File: src/rtl/stk_pkg.sv
package stk_pkg;
  typedef enum logic [1:0] {
    OP_IDLE = 2'b00,
    OP_PUSH = 2'b01,
    OP_POP  = 2'b10,
    OP_SWAP = 2'b11
  } stk_op_e;

  function automatic stk_op_e decode_op(input logic push, input logic pop);
    return stk_op_e'({pop, push});
  endfunction
endpackage

File: src/rtl/stk_rst_sync.sv
module stk_rst_sync (
  input  logic clk,
  input  logic rst_n,
  output logic rst_sync_n
);
  logic [1:0] sync_q;

  always_ff @(posedge clk or negedge rst_n) begin
    if (!rst_n) sync_q <= 2'b00;
    else        sync_q <= {sync_q[0], 1'b1};
  end

  assign rst_sync_n = sync_q[1];
endmodule

File: src/rtl/stk_ctrl.sv
module stk_ctrl
  import stk_pkg::*;
#(
  parameter int DEPTH = 33,
  localparam int LVL_W = $clog2(DEPTH + 1)
) (
  input  logic             clk,
  input  logic             rst_n,
  input  logic             push,
  input  logic             pop,
  output logic [LVL_W-1:0] level,
  output logic             wr_en,
  output logic [LVL_W-1:0] wr_idx,
  output logic             ovf,
  output logic             udf
);
  logic [LVL_W-1:0] level_q, level_d;
  logic             ovf_q, ovf_d, udf_q, udf_d;
  logic             full, empty;
  stk_op_e          op;

  assign full  = (level_q == LVL_W'(DEPTH));
  assign empty = (level_q == '0);
  assign op    = decode_op(push, pop);

  always_comb begin
    level_d = level_q;
    ovf_d   = ovf_q;
    udf_d   = udf_q;
    wr_en   = 1'b0;
    wr_idx  = level_q;
    unique case (op)
      OP_PUSH: begin
        if (full) ovf_d = 1'b1;
        else begin
          wr_en   = 1'b1;
          level_d = level_q + LVL_W'(1);
        end
      end
      OP_POP: begin
        if (empty) udf_d = 1'b1;
        else       level_d = level_q - LVL_W'(1);
      end
      OP_SWAP: begin
        if (empty) udf_d = 1'b1;
        else begin
          wr_en  = 1'b1;
          wr_idx = level_q - LVL_W'(1);
        end
      end
      default: ;
    endcase
  end

  always_ff @(posedge clk or negedge rst_n) begin
    if (!rst_n) begin
      level_q <= '0;
      ovf_q   <= 1'b0;
      udf_q   <= 1'b0;
    end else begin
      level_q <= level_d;
      ovf_q   <= ovf_d;
      udf_q   <= udf_d;
    end
  end

  assign level = level_q;
  assign ovf   = ovf_q;
  assign udf   = udf_q;
endmodule

File: src/rtl/stk_mem.sv
module stk_mem #(
  parameter int DEPTH  = 33,
  parameter int DATA_W = 24,
  localparam int LVL_W = $clog2(DEPTH + 1)
) (
  input  logic              clk,
  input  logic              wr_en,
  input  logic [LVL_W-1:0]  wr_idx,
  input  logic [DATA_W-1:0] wr_data,
  input  logic [LVL_W-1:0]  level,
  output logic [DATA_W-1:0] top
);
  logic [DATA_W-1:0] ent_q [DEPTH];
  logic [DEPTH-1:0]  slot_we;

  for (genvar g = 0; g < DEPTH; g++) begin : g_slot
    assign slot_we[g] = wr_en && (wr_idx == LVL_W'(g));
  end

  // Storage is not reset: an entry is only read below the current level.
  always_ff @(posedge clk) begin
    for (int i = 0; i < DEPTH; i++) begin
      if (slot_we[i]) ent_q[i] <= wr_data;
    end
  end

  always_comb begin
    top = '0;
    for (int i = 0; i < DEPTH; i++) begin
      if (level == LVL_W'(i + 1)) top = ent_q[i];
    end
  end
endmodule

File: src/rtl/stk_wmark.sv
module stk_wmark #(
  parameter int DEPTH   = 33,
  parameter int LO_MARK = 3,
  parameter int HI_MARK = 28,
  localparam int LVL_W  = $clog2(DEPTH + 1)
) (
  input  logic [LVL_W-1:0] level,
  input  logic             en,
  output logic             irq
);
  logic below, above;

  assign below = (level < LVL_W'(LO_MARK));
  assign above = (level > LVL_W'(HI_MARK));
  assign irq   = en && (below || above);
endmodule

File: src/rtl/stk_hw_stack.sv
module stk_hw_stack #(
  parameter int DEPTH   = 33,
  parameter int DATA_W  = 24,
  parameter int LO_MARK = 3,
  parameter int HI_MARK = 28,
  localparam int LVL_W  = $clog2(DEPTH + 1)
) (
  input  logic              clk,
  input  logic              rst_n,
  input  logic              push_i,
  input  logic              pop_i,
  input  logic [DATA_W-1:0] push_data_i,
  input  logic              irq_en_i,
  output logic [DATA_W-1:0] top_o,
  output logic [LVL_W-1:0]  level_o,
  output logic              irq_o,
  output logic              ovf_o,
  output logic              udf_o
);
  logic             rst_sync_n;
  logic             wr_en;
  logic [LVL_W-1:0] wr_idx;

  stk_rst_sync u_rst (
    .clk        (clk),
    .rst_n      (rst_n),
    .rst_sync_n (rst_sync_n)
  );

  stk_ctrl #(.DEPTH(DEPTH)) u_ctrl (
    .clk    (clk),
    .rst_n  (rst_sync_n),
    .push   (push_i),
    .pop    (pop_i),
    .level  (level_o),
    .wr_en  (wr_en),
    .wr_idx (wr_idx),
    .ovf    (ovf_o),
    .udf    (udf_o)
  );

  stk_mem #(.DEPTH(DEPTH), .DATA_W(DATA_W)) u_mem (
    .clk     (clk),
    .wr_en   (wr_en),
    .wr_idx  (wr_idx),
    .wr_data (push_data_i),
    .level   (level_o),
    .top     (top_o)
  );

  stk_wmark #(.DEPTH(DEPTH), .LO_MARK(LO_MARK), .HI_MARK(HI_MARK)) u_wm (
    .level (level_o),
    .en    (irq_en_i),
    .irq   (irq_o)
  );
endmodule

File: config.mk
export PLATFORM = sky130hd
export DESIGN_NAME = stk_hw_stack
export DESIGN_NICKNAME = d
export VERILOG_FILES = /design/src/rtl/stk_pkg.sv /design/src/rtl/stk_rst_sync.sv /design/src/rtl/stk_ctrl.sv /design/src/rtl/stk_mem.sv /design/src/rtl/stk_wmark.sv /design/src/rtl/stk_hw_stack.sv
export SDC_FILE = /design/constraint.sdc
export NUM_CORES = 1
export LEC_CHECK = 0
export ABC_AREA = 1
export BUFFER_PORTS_ARGS = -buffer_cell sky130_fd_sc_hd__buf_2
export CAP_MARGIN = 20
export CORE_MARGIN = 2
export CORE_UTILIZATION = 30
export CTS_BUF_LIST = sky130_fd_sc_hd__clkbuf_8 sky130_fd_sc_hd__clkbuf_16
export DETAILED_ROUTE_END_ITERATION = 8
export PLACE_DENSITY_LB_ADDON = 0.15
export SLEW_MARGIN = 20
export SYNTH_ARGS = -nofsm -noshare
export SYNTH_HDL_FRONTEND = slang
export SYNTH_SLANG_ARGS = --single-unit
File: constraint.sdc
create_clock -name clk -period 3.97 [get_ports clk]
set_input_delay 0.5955 -clock clk [delete_from_list [all_inputs] [get_ports clk]]
set_output_delay 0.5955 -clock clk [all_outputs]
set_load 0.01 [all_outputs]
==> summary.md, run 1 <==
| Metric | Value |
|---|---|
| Antenna diode count | 0 |
| Library cell contributing the largest single delay on the critical path | sky130_fd_sc_hd__dfrtp_2 |
| Clock root buffer | sky130_fd_sc_hd__clkbuf_16 |
| Grt met2 use | a little over a quarter |
| R2R setup slack | around 0.5 ns |
| Overall global routing resource usage | between 10% and 20% |
| Worst Hold Margin | about 0.15 ns |
| Share of synthesized cell area in and, or, nand and nor gates | between 20% and 30% |
| Reg area | 24,040 µm² |
| End point of the critical path | top_o[10] |
| CP most frequent cell | sky130_fd_sc_hd__nand2_1 |
| Post-route core utilization | ~38% |
| YS warnings | 0 |
| Delay of the slowest critical-path stage | 0.48 ns |
| Worst Hold Class | register to asynchronous set/reset pin |
| Part of the Yosys area used for sequential elements | a little over 70% |
| Maximum number of buffers from clock root to sink | 3 |
| Post-synthesis share of cell area spent on full adders, half adders and majority gates | less than 1% |
| Count of buffers from port buffering | approximately 60 |
| Unique cell type count in the Yosys netlist | 47 |
| Violations in the final reports | negative setup slack |
| Total area of multi-input combinational cells | 10,100 µm² |
| Number of design rule violations left after detail routing | 0 |
| DP Wirelength | 60,690 µm |
| Clock Sinks | between 800 and 900 |
| Cell Rows | around 120 |
| Worst slew slack as a fraction of its limit | 25.53% |
| Element type at the critical path end | output pin |
| FILL cells | between 10,000 and 15,000 |
| Critical path start-end classification | register to output pin |
| Final critical delay including setup and external delays | 5.258 ns |
| Average cell area after synthesis | 11.50 µm² |
| Share of post-route cells with drive strength above 1 | about a third |
| Crit path launch type | register |
| Largest vdd supply drop | 0.7809 mV |
| H-tree levels | 3 |
| Number of clock buffers inserted by TritonCTS | 88 |
| Endpoint arrival time on the critical path | about 4.7 ns |
| Fin cells | between 4,000 and 5,000 |
| Mapped Cells | 2,910 |
| Die area | between 100,000 and 150,000 µm² |
| Routed len/inst | about 20 µm |
| Number of synthesized register bits | about 800 |
| PwrDens | 749.2 nW/µm² |
| Summed negative setup slack over all endpoints | -27.93 ns |
| Max capacitance violation total | 0 |
| R2R Path End | u_mem.ent_q[0][277] |
| Startpoint of the worst setup timing path | u_ctrl.level[0] |
| Maximum number of pins on one net before global-route repair | 34 |
| Area of the core | approximately 110,000 µm² |
| Worst setup skew after layout | between 0.02 and 0.025 ns |
| Vias in the first global route | ~22,000 |
| Compound-Gate Fraction of Synth Area | approximately 3.6% |
| Global placement routability congestion | between 0.8 and 0.9 |
| Clock latency at the later pin of the worst-skew pair | 0.66 ns |
| Timing-limited maximum frequency | approximately 190 MHz |
| Initial Util | between 30% and 40% |
| Final global-route overflow total | 0 |
| Routing layer with the top usage in global route | met2 |
| Main combinational cell family by area after synthesis | simple AND/OR/NAND/NOR gates |
| Outcome | finished with violations |
| Via-to-Cell Ratio | between 4 and 5 |
| Cell count after placement | about 4,600 |
| Share of the synthesized netlist area taken by xor and xnor gates | less than 1% |
| Met1 global-route usage | between 20% and 30% |
| Top Ports | 62 |
| Vias post-DR | around 22,000 |
| Antenna violations before repair | 4 |
| Count of antenna-violating nets left after detailed routing | 0 |
| Period Utilization, post-route | 132.5% |
| Final Net Count | 3,267 |
| Cells on worst reg2reg path | 14 |
| Width of the die | around 340 µm |
| Net Count, Synth | around 2,900 |
| Slack of the critical path | -1.288 ns |
| Router iterations before antenna repair | 5 |
| RSZ-0062 raised after global routing | yes |
| Number of endpoints with negative hold slack in the final report | 0 |
| CTS clk-pin slew, worst paths | ~0.050 ns |
| Layout overhead on the synthesized area | 27.11% |
| Required @ worst endpoint | 3.37 ns |
| Final routed wirelength across all metal layers | between 90,000 and 100,000 µm |
| DIE HEIGHT | approximately 340 µm |
| Fin. max-slew vios | 0 |
| Leakage | around 16 nW |
| Setup-failing EPs final | 24 |
| Global routing met3 resource utilization | between 2 and 2.5% |
| Post-synthesis cell area | roughly 33,000 µm² |
| CP Max Fanout | 5 |
| CTS tree | done |
| R2R Path Start | u_ctrl.level[0] |
| Multiplexer share of the synthesized area | 0% |
| Initial DRC count | between 1,500 and 2,000 |
| Global-route wire length before repair | between 100,000 and 150,000 µm |
| Worst-Margin Slew | 1.117 ns |
[worst min-delay path by stage]
stage | from | end | slack, ns
after detailed placement | u_rst.sync_q[1] | u_ctrl.ovf | 0.17
after global placement | u_rst.sync_q[1] | u_ctrl.ovf | 0.16
after global routing | u_rst.sync_q[1] | u_ctrl.ovf | 0.20
after CTS | u_rst.sync_q[1] | u_ctrl.ovf | 0.17
final | u_rst.sync_q[1] | u_ctrl.ovf | 0.15
after floorplan | u_rst.sync_q[1] | u_ctrl.level[0] | 0.09
[cell families (layout without fill, tap and decap cells)]
kind of cell,count (synthesis),after routing
and+or+nand+nor,1586,1586
DFF,802,802
buffers and inverters,292,681
AOI/OAI and AO/OA,218,218
xor gates and xnor gates,6,6
adders and majority gates,5,5
other,1,1
[sequential cells by signal, summed over array words and instances, names as in the netlist]
signal	count
u_rst.sync_q	2
u_ctrl.ovf	1
u_ctrl.udf	1
u_mem.ent_q	792
u_ctrl.level	6
[placed cells by master, fill, tap and decap left out, types with 57 or more instances in the layout]
cell type | synthesis | final
sky130_fd_sc_hd__nand2_2 | 3 | 193
sky130_fd_sc_hd__buf_4 | 10 | 239
sky130_fd_sc_hd__nand3_1 | 267 | 89
sky130_fd_sc_hd__inv_1 | 152 | 166
sky130_fd_sc_hd__o21ai_0 | 60 | 57
sky130_fd_sc_hd__clkbuf_16 | 0 | 88
sky130_fd_sc_hd__a21oi_1 | 104 | 82
sky130_fd_sc_hd__nand2_1 | 956 | 755
sky130_fd_sc_hd__nor2_1 | 178 | 135
sky130_fd_sc_hd__edfxtp_1 | 792 | 792
sky130_fd_sc_hd__or2_2 | 123 | 123
sky130_fd_sc_hd__nand3_2 | 0 | 169
[what timing repair did]
item                                    4_1_cts  5_1_grt
hold buffers                                  1        0
resized for setup                           299      251
endpoints found under the setup margin       24       24
buffers inserted                             41        6
hold endpoints to repair                      2        0
pin swaps                                   191      231
cloned                                        4        0
[critical path: cells and delay by family, from the launching register on]
kind / cells / cell delay (ns)
AND/OR/NAND/NOR: 33 / 2.74
buffers and inverters: 6 / 0.62
flip-flops: 1 / 0.48
adder cells (fa/ha/maj): 1 / 0.13
[synthesized netlist by cell type, drive strengths merged]
master / n / share of area [%]
o221ai: 1 / 0.026
nor3b: 1 / 0.022
conb: 1 / 0.011
a31o: 1 / 0.026
nor2: 188 / 2.3
nor3: 10 / 0.25
a21oi: 105 / 1.6
clkbuf: 53 / 0.59
buf: 74 / 1.3
nand3b: 5 / 0.11
xor2: 5 / 0.13
nand4: 22 / 0.41
o21ai: 90 / 1.4
a31oi: 2 / 0.037
edfxtp: 792 / 71
dfrtp: 10 / 0.75
nand3: 267 / 4.0
nand2: 963 / 11
o211ai: 12 / 0.34
o21bai: 1 / 0.022
nor4: 1 / 0.019
o22ai: 3 / 0.056
inv: 165 / 1.9
a21boi: 2 / 0.045
or2: 129 / 2.4
ha: 5 / 0.19
o31ai: 1 / 0.022
xnor2: 1 / 0.026
[stage by stage]
stage | instance area [µm²] | power, mW | worst slack, ns
CTS | 41560 | 31.05 | -1.458
global route | 42530 | 33.80 | -1.634
finish | 42530 | 31.86 | -1.288
detailed placement | 37250 | 21.15 | -1.159
floorplan | 33460 | 16.11 | 0.1831
global placement | 37250 | 21.16 | -1.119
[cell type report]
cell class / count / share of cell area [%]
sequential: 802 / 56.52
timing repair inverter: 2 / 0.04707
clock buffer: 88 / 5.178
inverter: 165 / 1.586
tap: 1488 / 4.378
multi-input combinational: 1816 / 23.74
timing repair buffer: 358 / 7.328
clock inverter: 68 / 1.218
[layer usage]
layer	part of all wire, %	wire [µm]	vias up
li1	-	-	10582
met1	49	47590	11107
met2	46	44830	445
met3	3.7	3650	117
met4	2.0	1961	0
met5	0	0	-
[power breakdown]
group | switching, mW | leakage (nW) | internal (mW)
logic | 8.81 | 7.37 | 5.37
registers | 0.145 | 7.25 | 9.78
clock network | 3.39 | 1.41 | 4.37
No activity file was read; power rests on OpenSTA's default activity.
==> inputs of run 2 (changes only) <==
==> constraint.sdc (replaced) <==
create_clock -name clk -period 4.5 [get_ports clk]
set_input_delay 0.45 -clock clk [delete_from_list [all_inputs] [get_ports clk]]
set_output_delay 0.45 -clock clk [all_outputs]
set_load 0.01 [all_outputs]
==> summary.md, run 2 (synthesis results as in run 1) <==
| Metric | Value |
|---|---|
| Outcome | finished with violations |
| Violations in the final reports | negative setup slack |
| Largest vdd supply drop | 0.6659 mV (-15%) |
| FILL cells | 10,726 (+0.76%) |
| Leakage | 15.36 nW (-4.2%) |
| Max capacitance violation total | 0 (unchanged) |
| Critical path start-end classification | register to output pin |
| Most common cell after layout, fill and taps aside | sky130_fd_sc_hd__nand2_1 |
| Count of antenna-violating nets left after detailed routing | 0 (unchanged) |
| Endpoint arrival time on the critical path | 4.76 ns (+0.10 ns) |
| Via-to-Cell Ratio | 4.650 (about the same) |
| R2R setup slack | 1.03 ns (+0.53 ns) |
| Final routed wirelength across all metal layers | 96,620 µm (-1.4%) |
| Fin. max-slew vios | 0 (unchanged) |
| Required @ worst endpoint | 4.05 ns (+0.68 ns) |
| Timing-limited maximum frequency | 192.0 MHz |
| DP Wirelength | 60,330 µm (-0.60%) |
| Slack of the critical path | -0.7095 ns (+0.5790 ns) |
| Number of flip-flops under the largest register name | 792 (unchanged) |
| R2R Path Start | u_ctrl.level[2] |
| H-tree levels | 3 (unchanged) |
| Startpoint of the worst setup timing path | u_ctrl.level[0] |
| CTS clk-pin slew, worst paths | 0.06 ns (about the same) |
| Worst slack after detailed placement | -0.6678 ns (+0.4916 ns) |
| Library cell contributing the largest single delay on the critical path | sky130_fd_sc_hd__dfrtp_2 |
| Clock root buffer | sky130_fd_sc_hd__clkbuf_16 |
| Period Utilization, post-route | 115.8% |
| Antenna violations before repair | 3 (-1) |
| CP most frequent cell | sky130_fd_sc_hd__nand2_1 |
| Post-route core utilization | 37.22% (-1.2 points) |
| Commonest cells after routing, fill and taps aside | 825 x sky130_fd_sc_hd__nand2_1, 792 x sky130_fd_sc_hd__edfxtp_1, 175 x sky130_fd_sc_hd__buf_4, 165 x sky130_fd_sc_hd__inv_1, 136 x sky130_fd_sc_hd__nor2_1 |
| Worst-Margin Slew | 1.092 ns (-0.02543 ns) |
| Cell count after placement | 4,503 (-1.7%) |
| Area of the core | 110,700 µm² (unchanged) |
| Share of post-route cells with drive strength above 1 | 28.87% (-5.1 points) |
| DIE HEIGHT | 338.0 µm (unchanged) |
| Initial Util | 30.23% (unchanged) |
| Cells on worst reg2reg path | 13 (-1) |
| Width of the die | 338.0 µm (unchanged) |
| Delay of the slowest critical-path stage | 0.47 ns (about the same) |
| Number of design rule violations left after detail routing | 0 (unchanged) |
| Global placement routability congestion | 0.8068 (+0.47%) |
| Clock latency at the later pin of the worst-skew pair | 0.64 ns (-0.02 ns) |
| Final critical delay including setup and external delays | approximately 5.2 ns |
| Initial DRC count | 1,535 (-8.0%) |
| Worst Hold Margin | 0.1162 ns (-0.03778 ns) |
| Vias post-DR | 21,929 (-1.4%) |
| Placement-stage cell area | 36,560 µm² (-1.9%) |
| Clock Sinks | 802 (unchanged) |
| Summed negative setup slack over all endpoints | -14.35 ns (+13.58 ns) |
| Worst setup skew after layout | 0.01250 ns (-0.008271 ns) |
| Number of clock buffers inserted by TritonCTS | 89 (+1.1%) |
| Die area | 114,200 µm² (unchanged) |
| Global-route wire length before repair | 144,200 µm (-0.88%) |
| Layout overhead on the synthesized area | 23.11% |
| Total power after layout | 26.98 mW (-15%) |
| Crit path launch type | register |
| Worst Hold Class | primary input to asynchronous set/reset pin |
| Most flops, register | u_mem.ent_q |
| End point of the critical path | top_o[17] |
| Cell Rows | 122 (unchanged) |
| Routed len/inst | 20.49 µm (about the same) |
| Number of endpoints with negative hold slack in the final report | 0 (unchanged) |
| PwrDens | 655.1 nW/µm² (-13%) |
| Top Ports | 62 (unchanged) |
| Final Net Count | 3,189 (-2.4%) |
| Vias in the first global route | 22,051 (-0.77%) |
| Setup-failing EPs final | 24 (unchanged) |
| Element type at the critical path end | output pin |
| Count of buffers from port buffering | 61 (unchanged) |
| CP Max Fanout | 5 (unchanged) |
| Final global-route overflow total | 0 (unchanged) |
| Fin cells | 4,716 (-1.5%) |
| Router iterations before antenna repair | 6 (+1) |
| CTS tree | done |
| Worst slew slack as a fraction of its limit | 27.15% (+1.6 points) |
| Maximum number of buffers from clock root to sink | 3 (unchanged) |
| Final std cell area, no fill | 41,190 µm² (-3.1%) |
| Overall global routing resource usage | 16.91% (-0.15 points) |
| RSZ-0062 raised after global routing | yes |
| Maximum number of pins on one net before global-route repair | 39 (+15%) |
| R2R Path End | u_mem.ent_q[0][457] |
run 2: cell count changes in the layout (fill, tap and decap cells not counted), sizes merged:
cell / before / now
bufinv: 5 / 2
inv: 189 / 187
buf: 357 / 280
clkbuf: 88 / 94
clkinvlp: 0 / 2
diode: 0 / 3
run 2: final cells by class:
class	count	area [µm²]	share of cell area, %
sequential	802	24040	58.35
clock buffer	94	2330	5.656
multi-input combinational	1816	9614	23.34
clock inverter	67	344.1	0.8353
antenna	3	7.507	0.01823
timing repair buffer	281	2328	5.653
inverter	165	668.1	1.622
tap	1488	1862	4.520
run 2: worst min-delay path by stage:
stage,startpoint,to,slack [ns],cells after the start
after global placement,u_rst.sync_q[1],u_ctrl.udf,0.15,0
after detailed placement,u_rst.sync_q[1],u_ctrl.udf,0.16,0
after global routing,rst_n,u_rst.sync_q[0],0.11,2
after floorplan,u_rst.sync_q[1],u_ctrl.level[0],0.09,0
final,rst_n,u_rst.sync_q[1],0.12,2
after CTS,rst_n,u_rst.sync_q[0],0.08,2
run 2: timing repair:
| action | in CTS | in global routing |
|---|---|---|
| setup buffers | 41 | 6 |
| cloned | 2 | 0 |
| endpoints found under the hold margin | 2 | 0 |
| endpoints found under the setup margin | 24 | 24 |
| gates resized for setup | 222 | 182 |
| hold buffers | 1 | 0 |
| pin swaps | 107 | 192 |
run 2: where the power goes:
part	leakage, nW	switching (mW)	internal (mW)
clock network	1.40	2.91	3.82
logic	6.71	7.35	4.16
registers	7.25	0.122	8.63
total	15.4	10.4	16.6
run 2: worst max-delay path, delay by kind of cell (launching register included):
| kind | cells | cell delay [ns] |
|---|---|---|
| AOI/OAI and AO/OA | 1 | 0.07 |
| buffers and inverters | 4 | 0.46 |
| DFF | 1 | 0.47 |
| and+or+nand+nor | 34 | 2.91 |
| adders and majority gates | 1 | 0.20 |
run 2: per-layer routing:
layer	vias to the layer above	share of wire, %	wire (µm)	GRT usage (%)
li1	10439	-	-	-
met1	10959	49	47110	24.85
met4	0	1.8	1771	4.113
met3	103	4.0	3853	2.014
met2	428	45	43890	26.58
met5	-	0	0	0
